--- src/rtl/timer_regif_pkg.sv ---
package timer_regif_pkg;
    localparam int NCH    = 3;
    localparam int BYTE_W = 8;
    localparam int CNT_W  = 2 * BYTE_W;
    localparam int MODE_W = 3;

    typedef enum logic [1:0] {
        ACC_LATCH = 2'd0,
        ACC_LO    = 2'd1,
        ACC_HI    = 2'd2,
        ACC_WORD  = 2'd3
    } acc_e;

    typedef struct packed {
        acc_e              acc;
        logic [MODE_W-1:0] mode;
        logic              bcd;
    } cfg_t;

    typedef struct packed {
        acc_e              acc;
        logic [MODE_W-1:0] mode;
        logic              bcd;
        logic              wr_hi;
        logic              rd_hi;
        logic [BYTE_W-1:0] hold;
        logic [1:0]        lat_st;
        logic [CNT_W-1:0]  lat_v;
        logic              st_pend;
        logic [BYTE_W-1:0] st_v;
        logic              nul;
        logic              ld_stb;
        logic [CNT_W-1:0]  ld_val;
    } chan_st_t;
endpackage

--- src/rtl/timer_regif_dec.sv ---
module timer_regif_dec
    import timer_regif_pkg::*;
(
    input  logic              wr,
    input  logic              rd,
    input  logic [1:0]        addr,
    input  logic [BYTE_W-1:0] wdata,
    output cfg_t              cfg,
    output logic [NCH-1:0]    ctl_wr,
    output logic [NCH-1:0]    cnt_lat,
    output logic [NCH-1:0]    st_lat,
    output logic [NCH-1:0]    dat_wr,
    output logic [NCH-1:0]    dat_rd
);
    logic [1:0]        sel;
    logic [MODE_W-1:0] raw_mode;

    assign sel      = wdata[7:6];
    assign raw_mode = wdata[3:1];

    always_comb begin
        cfg.acc  = acc_e'(wdata[5:4]);
        cfg.mode = (raw_mode > 3'd5) ? raw_mode - 3'd4 : raw_mode;
        cfg.bcd  = wdata[0];
        ctl_wr   = '0;
        cnt_lat  = '0;
        st_lat   = '0;
        dat_wr   = '0;
        dat_rd   = '0;
        for (int i = 0; i < NCH; i++) begin
            if (wr && addr == 2'd3) begin
                if (sel == 2'd3) begin
                    if (wdata[i+1]) begin
                        cnt_lat[i] = !wdata[5];
                        st_lat[i]  = !wdata[4];
                    end
                end else if (sel == 2'(i)) begin
                    if (wdata[5:4] == 2'd0) cnt_lat[i] = 1'b1;
                    else                    ctl_wr[i]  = 1'b1;
                end
            end
            if (addr == 2'(i)) begin
                dat_wr[i] = wr;
                dat_rd[i] = rd;
            end
        end
    end
endmodule

--- src/rtl/timer_regif_chan.sv ---
module timer_regif_chan
    import timer_regif_pkg::*;
(
    input  logic              clk,
    input  logic              rst_n,
    input  cfg_t              cfg,
    input  logic              ctl_wr,
    input  logic              cnt_lat,
    input  logic              st_lat,
    input  logic              dat_wr,
    input  logic              dat_rd,
    input  logic [BYTE_W-1:0] wdata,
    input  logic [CNT_W-1:0]  live,
    input  logic              out_lvl,
    input  logic              loaded,
    output logic [BYTE_W-1:0] rdata,
    output logic              sample,
    output logic              ld_stb,
    output logic [CNT_W-1:0]  ld_val,
    output logic [MODE_W-1:0] mode,
    output logic              bcd
);
    chan_st_t st_q, st_d;

    always_comb begin
        st_d        = st_q;
        st_d.ld_stb = 1'b0;
        rdata       = '0;
        sample      = 1'b0;
        if (loaded) st_d.nul = 1'b0;
        if (ctl_wr) begin
            st_d.acc     = cfg.acc;
            st_d.mode    = cfg.mode;
            st_d.bcd     = cfg.bcd;
            st_d.wr_hi   = 1'b0;
            st_d.rd_hi   = 1'b0;
            st_d.lat_st  = 2'd0;
            st_d.st_pend = 1'b0;
            st_d.nul     = 1'b1;
        end else begin
            if (cnt_lat && st_q.lat_st == 2'd0) begin
                st_d.lat_st = st_q.acc;
                st_d.lat_v  = live;
                sample      = 1'b1;
            end
            if (st_lat && !st_q.st_pend) begin
                st_d.st_pend = 1'b1;
                st_d.st_v    = {out_lvl, st_q.nul, st_q.acc, st_q.mode, st_q.bcd};
                sample       = 1'b1;
            end
            if (dat_wr) begin
                case (st_q.acc)
                    ACC_LO: begin
                        st_d.ld_stb = 1'b1;
                        st_d.ld_val = {{BYTE_W{1'b0}}, wdata};
                    end
                    ACC_HI: begin
                        st_d.ld_stb = 1'b1;
                        st_d.ld_val = {wdata, {BYTE_W{1'b0}}};
                    end
                    ACC_WORD: begin
                        if (!st_q.wr_hi) begin
                            st_d.hold  = wdata;
                            st_d.wr_hi = 1'b1;
                        end else begin
                            st_d.ld_stb = 1'b1;
                            st_d.ld_val = {wdata, st_q.hold};
                            st_d.wr_hi  = 1'b0;
                        end
                    end
                    default: ;
                endcase
                if (st_d.ld_stb) st_d.nul = 1'b1;
            end
            if (dat_rd) begin
                if (st_q.st_pend) begin
                    rdata        = st_q.st_v;
                    st_d.st_pend = 1'b0;
                end else if (st_q.lat_st != 2'd0) begin
                    case (st_q.lat_st)
                        2'd1: begin
                            rdata       = st_q.lat_v[BYTE_W-1:0];
                            st_d.lat_st = 2'd0;
                        end
                        2'd2: begin
                            rdata       = st_q.lat_v[CNT_W-1:BYTE_W];
                            st_d.lat_st = 2'd0;
                        end
                        default: begin
                            rdata       = st_q.lat_v[BYTE_W-1:0];
                            st_d.lat_st = 2'd2;
                        end
                    endcase
                end else begin
                    sample = 1'b1;
                    case (st_q.acc)
                        ACC_HI:   rdata = live[CNT_W-1:BYTE_W];
                        ACC_WORD: begin
                            rdata      = st_q.rd_hi ? live[CNT_W-1:BYTE_W]
                                                    : live[BYTE_W-1:0];
                            st_d.rd_hi = ~st_q.rd_hi;
                        end
                        default:  rdata = live[BYTE_W-1:0];
                    endcase
                end
            end
        end
    end

    always_ff @(posedge clk) begin
        if (!rst_n) begin
            st_q     <= '0;
            st_q.acc <= ACC_WORD;
        end else begin
            st_q <= st_d;
        end
    end

    assign ld_stb = st_q.ld_stb;
    assign ld_val = st_q.ld_val;
    assign mode   = st_q.mode;
    assign bcd    = st_q.bcd;
endmodule

--- src/rtl/timer_regif.sv ---
module timer_regif
    import timer_regif_pkg::*;
(
    input  logic                    clk,
    input  logic                    rst_n,
    input  logic                    bus_wr,
    input  logic                    bus_rd,
    input  logic [1:0]              bus_addr,
    input  logic [BYTE_W-1:0]       bus_wdata,
    output logic [BYTE_W-1:0]       bus_rdata,
    input  logic [NCH*CNT_W-1:0]    live_count,
    input  logic [NCH-1:0]          out_level,
    input  logic [NCH-1:0]          cnt_loaded,
    output logic [NCH-1:0]          load_stb,
    output logic [NCH*CNT_W-1:0]    load_val,
    output logic [NCH*MODE_W-1:0]   ch_mode,
    output logic [NCH-1:0]          ch_bcd,
    output logic [NCH-1:0]          sample_req
);
    cfg_t              cfg;
    logic [NCH-1:0]    ctl_wr, cnt_lat, st_lat, dat_wr, dat_rd;
    logic [BYTE_W-1:0] rd_byte [NCH];

    timer_regif_dec u_dec (
        .wr      (bus_wr),
        .rd      (bus_rd),
        .addr    (bus_addr),
        .wdata   (bus_wdata),
        .cfg     (cfg),
        .ctl_wr  (ctl_wr),
        .cnt_lat (cnt_lat),
        .st_lat  (st_lat),
        .dat_wr  (dat_wr),
        .dat_rd  (dat_rd)
    );

    for (genvar g = 0; g < NCH; g++) begin : g_ch
        timer_regif_chan u_chan (
            .clk     (clk),
            .rst_n   (rst_n),
            .cfg     (cfg),
            .ctl_wr  (ctl_wr[g]),
            .cnt_lat (cnt_lat[g]),
            .st_lat  (st_lat[g]),
            .dat_wr  (dat_wr[g]),
            .dat_rd  (dat_rd[g]),
            .wdata   (bus_wdata),
            .live    (live_count[g*CNT_W +: CNT_W]),
            .out_lvl (out_level[g]),
            .loaded  (cnt_loaded[g]),
            .rdata   (rd_byte[g]),
            .sample  (sample_req[g]),
            .ld_stb  (load_stb[g]),
            .ld_val  (load_val[g*CNT_W +: CNT_W]),
            .mode    (ch_mode[g*MODE_W +: MODE_W]),
            .bcd     (ch_bcd[g])
        );
    end

    always_comb begin
        bus_rdata = '0;
        for (int i = 0; i < NCH; i++)
            if (bus_rd && bus_addr == 2'(i)) bus_rdata = rd_byte[i];
    end
endmodule

--- config.mk ---
export PLATFORM = sky130hd
export DESIGN_NAME = timer_regif
export DESIGN_NICKNAME = d
export VERILOG_FILES = /design/src/rtl/timer_regif_pkg.sv /design/src/rtl/timer_regif_dec.sv /design/src/rtl/timer_regif_chan.sv /design/src/rtl/timer_regif.sv
export SDC_FILE = /design/constraint.sdc
export NUM_CORES = 1
export LEC_CHECK = 0
export BUFFER_PORTS_ARGS = -buffer_cell sky130_fd_sc_hd__clkbuf_2
export CORE_UTILIZATION = 42
export DETAILED_ROUTE_END_ITERATION = 10
export GPL_TIMING_DRIVEN = 0
export PLACE_DENSITY = 0.61
export SLEW_MARGIN = 25
export SYNTH_ARGS = -nofsm -noshare
export SYNTH_HDL_FRONTEND = slang
export SYNTH_SLANG_ARGS = --single-unit
--- constraint.sdc ---
create_clock -name clk -period 2.5 [get_ports clk]
set_input_delay 0.125 -clock clk [delete_from_list [all_inputs] [get_ports clk]]
set_output_delay 0.125 -clock clk [all_outputs]
set_load 0.01 [all_outputs]
Word level (Yosys, flattened, before mapping)
Cells that the tools add are included.
{"block": "word_totals", "regBits": 183, "input_bits": 68, "elab_cells": 270}
{"block": "op_classes", "addsub": 1, "n_lt_le_gt_ge": 1, "eq_ne": 27, "n_mux": 132, "n_bitwise": 19, "n_reduce_logical": 51}
{"op": "2-to-1 mux 8 bit", "count": 21}
{"op": "2-to-1 mux 17 bit", "count": 9}
{"op": "case mux 17 bit (3 select lines)", "count": 3}
{"op": "2-to-1 mux 18 bit", "count": 6}
{"op": "2-to-1 mux 1 bit", "count": 74}
{"op": "case mux 8 bit (2 select lines)", "count": 3}
{"op": "AND reduction 4 bit", "count": 9}
{"op": "2-to-1 mux 9 bit", "count": 3}
{"op": "equality test 2 bit, second input constant", "count": 13}
{"op": "2-to-1 mux 2 bit", "count": 12}
{"op": "NOT 1 bit", "count": 19}
{"op": "AND reduction 2 bit", "count": 9}
{"op": "equality test 2 x 1 -> 1 bit, second input constant", "count": 8}
{"op": "inequality test 5 x 4 -> 1 bit, second input constant", "count": 3}
{"op": "zero test 2 bit", "count": 6}
{"op": "inequality test 4 x 3 -> 1 bit, second input constant", "count": 3}
{"op": "OR reduction 2 bit", "count": 6}
{"op": "logical AND 1 bit", "count": 10}
{"op": "OR reduction 3 bit", "count": 3}
{"op": "nonzero test 2 bit", "count": 3}
{"op": "zero test 1 bit", "count": 5}
{"op": "> comparator 3 bit, second input constant", "count": 1}
{"op": "2-to-1 mux 3 bit", "count": 1}
{"op": "subtractor 3 bit, second input constant", "count": 1}

Longest topological paths before layout
{"block": "logic_depth", "ltp_word": 12, "depth_mapped": 9, "depth_no_buf": 6}

Modules after synthesis
From an unflattened synthesis, not the netlist that was laid out.
{"block": "unflattened", "cells_unflattened": 1144, "area_unflattened_um2": 9689.3}
{"mod": "timer_regif_chan (g_ch[1].u_chan ...)", "n_inst": 2, "cells_each": 359, "area_per_inst_um2": 3059.2, "seq_area_each_um2": 1221.2}
{"mod": "timer_regif_chan (g_ch[0].u_chan)", "n_inst": 1, "cells_each": 359, "area_per_inst_um2": 3066.7, "seq_area_each_um2": 1221.2}
{"mod": "timer_regif", "n_inst": 1, "cells_each": 35, "area_per_inst_um2": 270.3, "seq_area_each_um2": 0.0}
{"mod": "timer_regif_dec", "n_inst": 1, "cells_each": 32, "area_per_inst_um2": 234.0, "seq_area_each_um2": 0.0}

Worst setup path before layout
No wires, ideal clock.
{"block": "synth_path", "path_type": "register to output", "startpoint": "reg g_ch[0].u_chan.st_q[59] (netlist bit)", "endpoint": "out bus_rdata[0]", "t_arrival_ps": 1739, "t_required_ps": 2375, "slack_ps": 636, "path_stages_with_launch": 8, "path_buffers": 1, "cell_sequence": "dfxtp_1 -> inv_1 -> ha_1 -> or2_2 -> clkbuf_1 -> nand3_1 -> a31oi_1 -> or3_1"}
{"block": "synth_between", "elab_chain_len": 9}
{"item": "from (decl)", "line_no": "timer_regif_chan.sv:23", "rtl": "chan_st_t st_q, st_d;"}
{"item": "from (signal assigned)", "line_no": "timer_regif_chan.sv:115", "rtl": "st_q <= st_d;"}
{"item": "equality test 2 bit", "line_no": "timer_regif_chan.sv:96", "rtl": "case (st_q.acc)"}
{"item": "case mux 8 bit (2 select lines) (*)", "line_no": "timer_regif_chan.sv:96"}
{"item": "2-to-1 mux 8 bit (*)", "line_no": "timer_regif_chan.sv:79", "rtl": "end else if (st_q.lat_st != 2'd0) begin"}
{"item": "2-to-1 mux 8 bit (*)", "line_no": "timer_regif_chan.sv:76", "rtl": "if (st_q.st_pend) begin"}
{"item": "2-to-1 mux 8 bit (*)", "line_no": "timer_regif_chan.sv:75", "rtl": "if (dat_rd) begin"}
{"item": "2-to-1 mux 8 bit (*)", "line_no": "timer_regif_chan.sv:31", "rtl": "if (ctl_wr) begin"}
{"item": "2-to-1 mux 8 bit (*) (3 in series)", "line_no": "timer_regif.sv:63", "rtl": "if (bus_rd && bus_addr == 2'(i)) bus_rdata = rd_byte[i];"}
{"item": "to (decl)", "line_no": "timer_regif.sv:10", "rtl": "output logic [BYTE_W-1:0] bus_rdata,"}
Every way passes the cells marked *; elsewhere a longest branch is shown, timed or not.

Final worst setup path
{"block": "layout_path", "startpoint": "reg g_ch[0].u_chan.st_q[44] (netlist bit)", "endpoint": "out bus_rdata[2]"}
{"block": "layout_between", "elab_chain_len": 9}
{"item": "equality test 2 bit", "line_no": "timer_regif_chan.sv:80", "rtl": "case (st_q.lat_st)"}
{"item": "2-to-1 mux 8 bit", "line_no": "timer_regif_chan.sv:80"}
{"item": "2-to-1 mux 8 bit (*)", "line_no": "timer_regif_chan.sv:79"}
{"item": "2-to-1 mux 8 bit (*)", "line_no": "timer_regif_chan.sv:76"}
{"item": "2-to-1 mux 8 bit (*)", "line_no": "timer_regif_chan.sv:75"}
{"item": "2-to-1 mux 8 bit (*)", "line_no": "timer_regif_chan.sv:31"}
{"item": "2-to-1 mux 8 bit (*) (3 in series)", "line_no": "timer_regif.sv:63"}
Marks and branches as above.

==> flow_summary.json <==
{
  "status": "completed",
  "ys_top_cells_by_area": "dfxtp_1 41%, mux2i_1 13%, buf_4 5.7%",
  "min_period_ns": 2.45,
  "clk_pin_slew_worst_paths_ns": 0.07,
  "synth_area_per_cell_um2": 9.04,
  "root_buffer": "clkbuf_16",
  "synth_top_area_share_pct": 40.8,
  "dr.first_iter.drc_count": 530,
  "cts_made_buffers": 17,
  "wl_per_cell_um": 17.6,
  "peakVddDrop_v": 0.000475,
  "cts_tree": "done",
  "core.rowCount": 53,
  "skew_ns": 0.00644,
  "startpoint_type": "flip-flop",
  "ys_ff_latch": 183,
  "drv_slew": 0,
  "fmax_ghz": 0.408,
  "drtAntennaViolNets": 0,
  "synth_fp_nets": 1081,
  "design.core.area_mm2": 0.0210,
  "worst-setup-path-type": "reg -> out",
  "hold_class": "in -> reg",
  "nets": 1279,
  "hpwlAfterDp_um": 18500,
  "placed_cell_area_mm2": 0.0100,
  "grt_pass1_wl_um": 40300,
  "gr-usage-met1_pct": 33.9,
  "cap_violations": 0,
  "viasPerCell": 5.25,
  "cp.required_ns": 2.38,
  "fin_crit_sh_pct": 98.1,
  "finalSetupTns_ns": 0,
  "grt-busiest-layer": "met2",
  "syn_area_mm2": 0.00898,
  "grt-ovfl-total": 0,
  "p_leak_uw": 0.00469,
  "worstSkewPairLatency_ns": 0.44,
  "hold_ws_ns": 0.0159,
  "ys_seq_area_share_pct": 40.8,
  "die_w_um": 148,
  "power_uw": 6270,
  "final_cell_mix": "177 x dfxtp_1, 139 x clkbuf_2, 126 x nor2_1",
  "antenna_found_initial": 0,
  "hold_viol_final": 0,
  "portBuffers": 137,
  "fin_ws_ns": 0.0464,
  "crit_path_max_incr_delay_ns": 0.40,
  "synth_cells": 993,
  "cts_setup_buffers": 0,
  "die_h_um": 148,
  "grt_use_met2_pct": 37.2,
  "yosys_warnings": 0,
  "grt_util_all_layers_pct": 24.1,
  "cts-htree-levels": 4,
  "routed_wl_um": 26100,
  "powerDensity_mw_per_mm2": 557,
  "final_common_cell": "dfxtp_1",
  "grt_pass1_vias": 7284,
  "dp_slack_ns": -0.203,
  "start_util_pct": 42.7,
  "drc": 0,
  "ios": 142,
  "synth_edf_count": 0,
  "ys_types": 61,
  "end_kind": "primary output",
  "setup_viol": 0,
  "crit_path_cell_trace": "inv_1 > ha_1 > or2_4 > o221ai_1 > a31oi_1 > or3_1 > clkbuf_2",
  "cts_buffer_depth": 2,
  "cp_slowest_cell": "dfxtp_1",
  "grt_util_met3_pct": 3.77,
  "num_vias": 7769,
  "clkSinkCount": 183,
  "cp_max_fo": 8,
  "grt_max_degree": 20,
  "async_flop_share_pct": 0,
  "dieArea_mm2": 0.0220,
  "synth_flop_cell": "dfxtp_1",
  "gp_congestion": 0.835,
  "final_area_mm2": 0.0113,
  "diodes": 0,
  "worst_pin_slew_ns": 0.884,
  "drive_gt1_share_pct": 26.3,
  "slew_headroom_pct": 40.7,
  "cp.arrival_ns": 2.33,
  "yosys.area.top_type": "dfxtp_1",
  "synthToLayoutAreaGrowth_pct": 25.5,
  "first_pass_iters": 6
}
-- stage by stage --
| stage | instances | utilization [%] |
|---|---|---|
| floorplan | 993 | - |
| CTS | 1480 | 53.2 |
| finish | 1479 | 53.6 |
| global placement | 1405 | 47.6 |
| detailed placement | 1405 | 47.6 |
| global route | 1479 | 53.6 |
-- cell usage after synthesis (all sizes together) (9+ instances only) --
cell type,number
o21ai,25
a221o,10
nor2,129
nand3,12
mux2i,120
a22oi,23
nor2b,11
a22o,15
nand2,75
ha,20
clkbuf,40
a21oi,40
inv,29
or3,17
nor3,17
mux2,16
buf,95
dfxtp,183
a211oi,9
-- state kept, by name, indices dropped and copies added (netlist names) --
register,cells
g_ch.u_chan.ld_stb,3
g_ch.u_chan.bcd,3
g_ch.u_chan.mode,9
g_ch.u_chan.st_q,120
g_ch.u_chan.ld_val,48
-- timing repair --
item	CTS	global route
gates resized for setup	29	21
endpoints found under the hold margin	51	0
setup endpoints to repair	9	10
hold buffers	51	0
-- report_power, final --
| group | internal [µW] | switching, µW |
|---|---|---|
| combinational | 257 | 363 |
| clock | 1430 | 1250 |
| sequential | 2950 | 26.9 |
| total | 4630 | 1640 |
-- layer usage --
| layer | wire (µm) | vias up |
|---|---|---|
| li1 | - | 3831 |
| met1 | 12400 | 3654 |
| met2 | 11700 | 248 |
| met3 | 1420 | 36 |
| met4 | 539 | 0 |
| met5 | 0 | - |
-- area by class of cell --
cell class / instances / area, µm²
Buffer: 126 / 762
Clock buffer: 18 / 439
Clock inverter: 14 / 141
Fill cell: 2036 / 9760
Inverter: 30 / 113
Multi-Input combinational cell: 645 / 4590
Sequential cell: 183 / 3680
Tap cell: 275 / 344
Timing Repair Buffer: 188 / 1200
-- final timing paths --
path                                                from                        end  cells past startpoint  slack [ns]
worst min-delay path                       cnt_loaded[2]    g_ch[2].u_chan.st_q[17]                      3        0.02
worst max-delay path             g_ch[0].u_chan.st_q[44]               bus_rdata[2]                      7        0.05
worst min register to register  g_ch[0].u_chan.ld_val[7]   g_ch[0].u_chan.ld_val[7]                      2        0.45
worst max register to register   g_ch[0].u_chan.st_q[60]  g_ch[0].u_chan.ld_val[14]                      8        0.34
-- worst max-delay path: cells and delay by family, from the launching register on --
kind            cells  cell delay [ns]
compound gates      2             0.35
fa+ha+maj           1             0.22
flops               1             0.40
buf+inv             2             0.20
simple gates        2             0.71
-- cells by family after synthesis --
logic type / after synthesis / synth area share [%]
flip-flops: 183 / 40.8
adder cells (fa/ha/maj): 20 / 2.79
buffers and inverters: 165 / 10.0
AND/OR/NAND/NOR: 299 / 15.8
XOR/XNOR: 5 / 0.488
AO/OA/AOI/OAI: 185 / 14.7
multiplexers: 136 / 15.4
Power figures use the tool's default switching activity.
